File: src/rtl/zbt_pkg.sv
package zbt_pkg;
  typedef enum logic [1:0] {
    PH_IDLE  = 2'd0,
    PH_READ  = 2'd1,
    PH_WRITE = 2'd2
  } phase_e;
endpackage

File: src/rtl/zbt_cmd_decode.sv
module zbt_cmd_decode
  import zbt_pkg::*;
#(
  parameter int ADDR_W  = 6,
  parameter int BURST_W = 2
) (
  input  logic              clk,
  input  logic              rst_n,
  input  logic              cen_n,
  input  logic              selected,
  input  logic              adv_ld,
  input  logic              we_n,
  input  logic [ADDR_W-1:0] addr,
  output phase_e            ph_kind,
  output logic [ADDR_W-1:0] ph_addr
);
  localparam int HI_W = ADDR_W - BURST_W;

  logic live;
  logic dir_wr;
  logic [BURST_W-1:0] beat_nxt;

  assign beat_nxt = ph_addr[BURST_W-1:0] + 1'b1;

  always_ff @(posedge clk or negedge rst_n) begin
    if (!rst_n) begin
      ph_kind <= PH_IDLE;
      ph_addr <= '0;
      live    <= 1'b0;
      dir_wr  <= 1'b0;
    end else if (!cen_n) begin
      if (!adv_ld) begin
        if (selected) begin
          ph_addr <= addr;
          live    <= 1'b1;
          dir_wr  <= !we_n;
          ph_kind <= we_n ? PH_READ : PH_WRITE;
        end else begin
          live    <= 1'b0;
          ph_kind <= PH_IDLE;
        end
      end else if (live) begin
        ph_addr <= {ph_addr[ADDR_W-1 -: HI_W], beat_nxt};
        ph_kind <= dir_wr ? PH_WRITE : PH_READ;
      end else begin
        ph_kind <= PH_IDLE;
      end
    end
  end

  assert_burst_wrap_R6: assert property (@(posedge clk) disable iff (!rst_n)
    (!cen_n && adv_ld && live) |=>
      (ph_addr[BURST_W-1:0] == BURST_W'($past(ph_addr[BURST_W-1:0]) + 1'b1)) &&
      (ph_addr[ADDR_W-1 -: HI_W] == $past(ph_addr[ADDR_W-1 -: HI_W])));

  assert_burst_dir_R6: assert property (@(posedge clk) disable iff (!rst_n)
    (!cen_n && adv_ld && live) |=> (ph_kind == $past(ph_kind)));

  assert_adv_noop_R7: assert property (@(posedge clk) disable iff (!rst_n)
    (!cen_n && adv_ld && !live) |=> (ph_kind == PH_IDLE));
endmodule

File: src/rtl/zbt_lane_array.sv
module zbt_lane_array #(
  parameter int ADDR_W = 6,
  parameter int LANES  = 4,
  parameter int BYTE_W = 8
) (
  input  logic                    clk,
  input  logic                    wr_en,
  input  logic [LANES-1:0]        lane_en,
  input  logic [ADDR_W-1:0]       acc_addr,
  input  logic [LANES*BYTE_W-1:0] wr_data,
  input  logic [LANES-1:0]        wr_par,
  output logic [LANES*BYTE_W-1:0] rd_data,
  output logic [LANES-1:0]        rd_par
);
  localparam int DEPTH  = 1 << ADDR_W;
  localparam int CELL_W = BYTE_W + 1;

  for (genvar g = 0; g < LANES; g++) begin : g_lane
    logic [CELL_W-1:0] cells [DEPTH];
    logic [CELL_W-1:0] cell_rd;

    always_ff @(posedge clk) begin
      if (wr_en && lane_en[g])
        cells[acc_addr] <= {wr_par[g], wr_data[g*BYTE_W +: BYTE_W]};
    end

    assign cell_rd = cells[acc_addr];
    assign rd_data[g*BYTE_W +: BYTE_W] = cell_rd[BYTE_W-1:0];
    assign rd_par[g] = cell_rd[BYTE_W];
  end
endmodule

File: src/rtl/zbt_sram_core.sv
module zbt_sram_core
  import zbt_pkg::*;
#(
  parameter int ADDR_W = 6,
  parameter int LANES  = 4
) (
  input  logic                clk,
  input  logic                rst_n,
  input  logic                cen_n,
  input  logic                sel1_n,
  input  logic                sel2_n,
  input  logic                sel3,
  input  logic                adv_ld,
  input  logic                we_n,
  input  logic [LANES-1:0]    bw_n,
  input  logic [ADDR_W-1:0]   addr,
  input  logic [LANES*8-1:0]  dq_in,
  input  logic [LANES-1:0]    dqp_in,
  output logic [LANES*8-1:0]  dq_out,
  output logic [LANES-1:0]    dqp_out,
  output logic                dq_oe
);
  localparam int BYTE_W  = 8;
  localparam int BURST_W = 2;

  phase_e ph_kind;
  logic [ADDR_W-1:0] ph_addr;
  logic selected;
  logic wr_en;
  logic [LANES*BYTE_W-1:0] arr_d;
  logic [LANES-1:0] arr_p;

  assign selected = !sel1_n && !sel2_n && sel3;

  zbt_cmd_decode #(.ADDR_W(ADDR_W), .BURST_W(BURST_W)) u_dec (
    .clk(clk), .rst_n(rst_n), .cen_n(cen_n), .selected(selected),
    .adv_ld(adv_ld), .we_n(we_n), .addr(addr),
    .ph_kind(ph_kind), .ph_addr(ph_addr)
  );

  assign wr_en = !cen_n && (ph_kind == PH_WRITE);

  zbt_lane_array #(.ADDR_W(ADDR_W), .LANES(LANES), .BYTE_W(BYTE_W)) u_arr (
    .clk(clk), .wr_en(wr_en), .lane_en(~bw_n), .acc_addr(ph_addr),
    .wr_data(dq_in), .wr_par(dqp_in),
    .rd_data(arr_d), .rd_par(arr_p)
  );

  assign dq_oe   = (ph_kind == PH_READ);
  assign dq_out  = dq_oe ? arr_d : '0;
  assign dqp_out = dq_oe ? arr_p : '0;

  assert_deselect_float_R1: assert property (@(posedge clk) disable iff (!rst_n)
    (!cen_n && !adv_ld && (sel1_n || sel2_n || !sel3)) |=> !dq_oe);

  assert_load_read_R2: assert property (@(posedge clk) disable iff (!rst_n)
    (!cen_n && !adv_ld && !sel1_n && !sel2_n && sel3 && we_n) |=> dq_oe);

  assert_write_no_drive_R4: assert property (@(posedge clk) disable iff (!rst_n)
    (!cen_n && !adv_ld && !sel1_n && !sel2_n && sel3 && !we_n) |=> !dq_oe);

  assert_suspend_hold_R8: assert property (@(posedge clk) disable iff (!rst_n)
    cen_n |=> ($stable(dq_oe) && $stable(dq_out) && $stable(dqp_out)));
endmodule

File: config.mk
export PLATFORM = sky130hd
export DESIGN_NAME = zbt_sram_core
export DESIGN_NICKNAME = d
export VERILOG_FILES = /design/src/rtl/zbt_pkg.sv /design/src/rtl/zbt_cmd_decode.sv /design/src/rtl/zbt_lane_array.sv /design/src/rtl/zbt_sram_core.sv
export SDC_FILE = /design/constraint.sdc
export NUM_CORES = 2
export LEC_CHECK = 0
export BUFFER_PORTS_ARGS = -buffer_cell sky130_fd_sc_hd__buf_2
export CORE_ASPECT_RATIO = 0.75
export CORE_MARGIN = 3
export CORE_UTILIZATION = 35
export DETAILED_ROUTE_END_ITERATION = 10
export HOLD_SLACK_MARGIN = 0.12
export PLACE_DENSITY_LB_ADDON = 0.15
export SKIP_CTS_REPAIR_TIMING = 1
export SYNTH_ARGS = -nofsm -noshare
export SYNTH_HDL_FRONTEND = slang
export SYNTH_SLANG_ARGS = --single-unit
File: constraint.sdc
create_clock -name clk -period 6.6 [get_ports clk]
set_input_delay 0.99 -clock clk [delete_from_list [all_inputs] [get_ports clk]]
set_output_delay 0.99 -clock clk [all_outputs]
set_load 0.03 [all_outputs]
Word-level counts from Yosys, hierarchy flattened
Memories as Yosys holds them, arrays and structs flattened.
Index checks and enable logic that the tools add are counted.
- bitwise operators: 3
- equality and inequality tests: 3
- multiplexer cells: 19
- $mul: 0
- shift operators: 0
- magnitude comparators: 0
- divide/modulo/power cells: 0
- add/subtract/negate cells: 1
- reductions and logical operators: 15
- operator list (cell ; number):
    $mux W32 ; 1
    $mux W2 ; 6
    $mux W6 ; 2
    $mux W1 ; 9
    $logic_and A1 B1 Y1 ; 7
    $reduce_and A3 Y1 ; 2
    $logic_not A1 Y1 ; 4
    $mux W4 ; 1
    $not A4 Y4 ; 1
    $add A2 B1 Y2 const B ; 1
    $eq A2 B1 Y1 const B ; 1
    $eq A2 B2 Y1 const B ; 1
    $ne A2 B1 Y1 const B ; 1
    $not A1 Y1 ; 2
    $reduce_and A2 Y1 ; 1
    $reduce_bool A2 Y1 ; 1
- logic and storage cells: 50
- memories: 4
- bits in latches: 0
- register bits: 10
- memory bits (read-only): 0
- bits in writable memories: 2304
- memory list (memory ; words ; bits a word ; read ports ; clocked after memory_dff ; wr ports ; RTL line ; text):
    u_arr.g_lane[0].cells ; 64 ; 9 ; 1 ; 0 ; 1 ; zbt_lane_array.sv:19 ; logic [CELL_W-1:0] cells [DEPTH];
    u_arr.g_lane[1].cells ; 64 ; 9 ; 1 ; 0 ; 1 ; zbt_lane_array.sv:19 ;
    u_arr.g_lane[2].cells ; 64 ; 9 ; 1 ; 0 ; 1 ; zbt_lane_array.sv:19 ;
    u_arr.g_lane[3].cells ; 64 ; 9 ; 1 ; 0 ; 1 ; zbt_lane_array.sv:19 ;

Depth between registers and ports, before layout
- depth after elaboration: 5
- depth in mapped cells: 10
- gate-level depth less buffers: 6

Modules after synthesis
Synthesis repeated with hierarchy kept, for this count alone.
- cells, all modules: 5250
- area, all modules: 89340.7 um2
- by module, submodules not included (module ; cells each ; area each (um2) ; times used):
    zbt_lane_array ; 5163 ; 88467.3 ; 1
    zbt_cmd_decode ; 36 ; 450.4 ; 1
    zbt_sram_core ; 51 ; 422.9 ; 1

Least setup slack after synthesis
Ideal clock, no wire load.
- kind: flip-flop to output port
- start: register u_dec.ph_addr[3]
- end: output port dq_out[31]
- setup slack: 3.369 ns
- arrival: 2.241 ns
- cell stages (with the launch flop): 7
- path through: dfrtp_1 buf_2 or3b_2 buf_2 clkbuf_1 o311a_1 a31oi_1
- longest elaborated chain between the ends: 2
- ends and longest elaborated chain (element ; RTL line ; text):
    start, declared ; zbt_cmd_decode.sv:15 ; output logic [ADDR_W-1:0] ph_addr
    start signal, assigned ; zbt_cmd_decode.sv:34 ; ph_addr <= addr;
    start signal, assigned ; zbt_cmd_decode.sv:43 ; ph_addr <= {ph_addr[ADDR_W-1 -: HI_W], beat_nxt};
    $mem_v2 Z64 W9 ; n/a ;
    $mux W32 ; zbt_sram_core.sv:50 ; assign dq_out = dq_oe ? arr_d : '0;
    end, declared ; zbt_sram_core.sv:19 ; output logic [LANES*8-1:0] dq_out,
No other way between the ends.

Worst setup path after layout
- start: register u_dec.ph_addr[2]
- end: output port dq_out[25]
The elaborated chain is that of the path after synthesis.

==> qor.csv <==
metric;value;unit
status;finished, final reports clean;
grt_max_degree;91;
ys.flop_type;edfxtp_1;
fp-row-count;160;
gr-total-overflow;0;
worst_pin_slew;1.332;ns
grt_pass1_vias;50270;
ys_seq_area_frac;0.7762;
cts_tree;built;
wl_met2;135700;µm
ir_drop;236.1;µV
finalCriticalPeriod;6.440;ns
synth_cell_types;61;
worstPathRequired;5.61;ns
grt_pass1_wl;433600;µm
layout.nets;5438;
rsz0062_at_grt;false;
endpoint_kind;output pin;
layout_common_cells;2,304 x edfxtp_1, 425 x a22oi_1, 383 x nor2_1;
cts_max_level;4;
final_hold_viol_count;0;
core-area;253800;µm²
met1Wirelength;141500;µm
start_util;0.3524;
cts_made_buffers;227;
drc_errors;0;
syn-num-nets;5331;
setup_slack;0.1601;ns
synth-edff-count;2304;
cts_buffer_depth;4;
drive_gt1_frac;0.1441;
cp-start-kind;flip-flop;
cp.arrival;5.45;ns
wl_per_cell;35.52;µm
skew;0.04435;ns
top_layer;met5;
total_power;0.03726;W
final_common_cell;edfxtp_1;
portBuffers;90;
p_per_area;367.5;nW/µm²
slew_viol_final;0;
leakagePower;31.02;nW
finalWirelength;319200;µm
first_iter_violations;6745;
pre_cts_ws;0.4044;ns
min_period_over_period;0.9757;
setup_viol;0;
hold-worst-slack;0.3337;ns
yosys_warnings;0;
synth_async_sr_flop_share;0.004322;
hold_class;primary input to flip-flop;
antenna_found_initial;46;
crit_type;flip-flop to output pin;
die_w;589.8;µm
gp_congestion;0.8557;
fmax;0.1553;GHz
synth-seq-cells;2314;
relSlewSlack;0.1006;
syn_inst;5277;
path_clk_slew;0.07;ns
dr_wl_met3;30390;µm
fin_tns_setup;0;ns
io_pins;91;
cap_violations;0;
vias_per_cell;5.915;
clock_latency;0.88;ns
drtPass1Iterations;8;
crit_fanout;54;
synth_area;89450;µm²
vias;53150;
dp_hpwl;199300;µm
grt_usage;0.2371;
synthToLayoutAreaGrowth;13.33;%
root_buffer;clkbuf_16;
avgSynthCellArea;16.95;µm²
clock_sinks;2314;
ant_nets;0;
die_area;261700;µm²
dieHeight;443.8;µm
==> sequential cells by signal, indices dropped and copies added, names as in the netlist <==
| register | cells |
|---|---|
| u_dec.live | 1 |
| u_dec.dir_wr | 1 |
| u_dec.ph_kind | 2 |
| u_dec.ph_addr | 6 |
| u_arr.g_lane.cells | 2304 |
==> power breakdown <==
group	internal, W	switching (W)
registers	0.0162	0.000124
clock network	0.00714	0.00564
logic	0.00244	0.00574
==> synthesized netlist by cell type, types with 10 or more instances <==
master / number / area share
edfxtp_1: 2304 / 0.77
nor2_1: 385 / 0.016
buf_6: 13 / 0.0016
o22ai_1: 249 / 0.017
a21o_1: 15 / 0.0013
a211oi_1: 112 / 0.0094
buf_2: 150 / 0.0084
o21ai_0: 176 / 0.0098
mux2_2: 121 / 0.015
mux2i_1: 243 / 0.027
nand2_1: 122 / 0.0051
buf_4: 25 / 0.0021
clkbuf_1: 178 / 0.0075
nor4_1: 32 / 0.0022
buf_1: 44 / 0.0018
a41oi_1: 15 / 0.0015
a221oi_1: 278 / 0.027
a31oi_1: 22 / 0.0015
nor4bb_1: 15 / 0.0017
a21oi_1: 134 / 0.0075
a22oi_1: 425 / 0.036
o21a_1: 16 / 0.0013
dfrtp_1: 10 / 0.0028
mux4_2: 45 / 0.011
and3_1: 18 / 0.0013
nor3_1: 53 / 0.0030
==> critical path, cell delays in order, from the launching register on <==
cell and delay [ns]:
dfrtp_4 0.75, inv_6 0.58, buf_12 0.39, a21oi_1 0.12, a211oi_1 0.95, o21ai_0 0.25
a41oi_1 1.04, buf_2 0.38
==> stage by stage <==
step | cell area (µm²) | cells | util
after floorplan | 89450 | 5277 | -
after global placement | 94190 | 8554 | 0.3711
after detailed placement | 94210 | 8555 | 0.3711
after CTS | 101300 | 8964 | 0.3990
after global routing | 101300 | 8968 | 0.3992
final | 101400 | 8986 | 0.3994
==> layout make-up <==
class                   count  area (µm²)
inverters                   6       30.03
clock inverters           122        1075
clock buffers             287        5998
multi-input cells        2547       18180
fillers                 23250      152500
diodes                     20       50.05
well taps                3402        4257
flip-flops and latches   2314       69450
repair buffers            288        2335
==> cell families after synthesis <==
family	synth area share
AO/OA/AOI/OAI	0.1152
buffers and inverters	0.02169
flip-flops	0.7762
multiplexers	0.05375
AND/OR/NAND/NOR	0.03314
==> final timing paths <==
kind,end,start,cells after the start,slack (ns)
max,dq_out[25],u_dec.ph_addr[2],7,0.16
min,u_dec.dir_wr,we_n,2,0.33
max reg2reg,u_arr.g_lane[1].cells[14][2],u_dec.ph_addr[5],6,1.65
min reg2reg,u_dec.ph_kind[1],u_dec.ph_kind[1],2,0.50
max in group asynchronous,u_dec.ph_addr[2],rst_n,2,5.68
min in group asynchronous,u_dec.dir_wr,rst_n,2,0.58
==> routing by layer <==
metal  track usage  up-vias
met5             0        -
met4       0.07823       18
met3       0.06313      486
met2        0.3377     2575
met1        0.3497    28150
li1              -    21920
(Power assumes the default switching activity.)
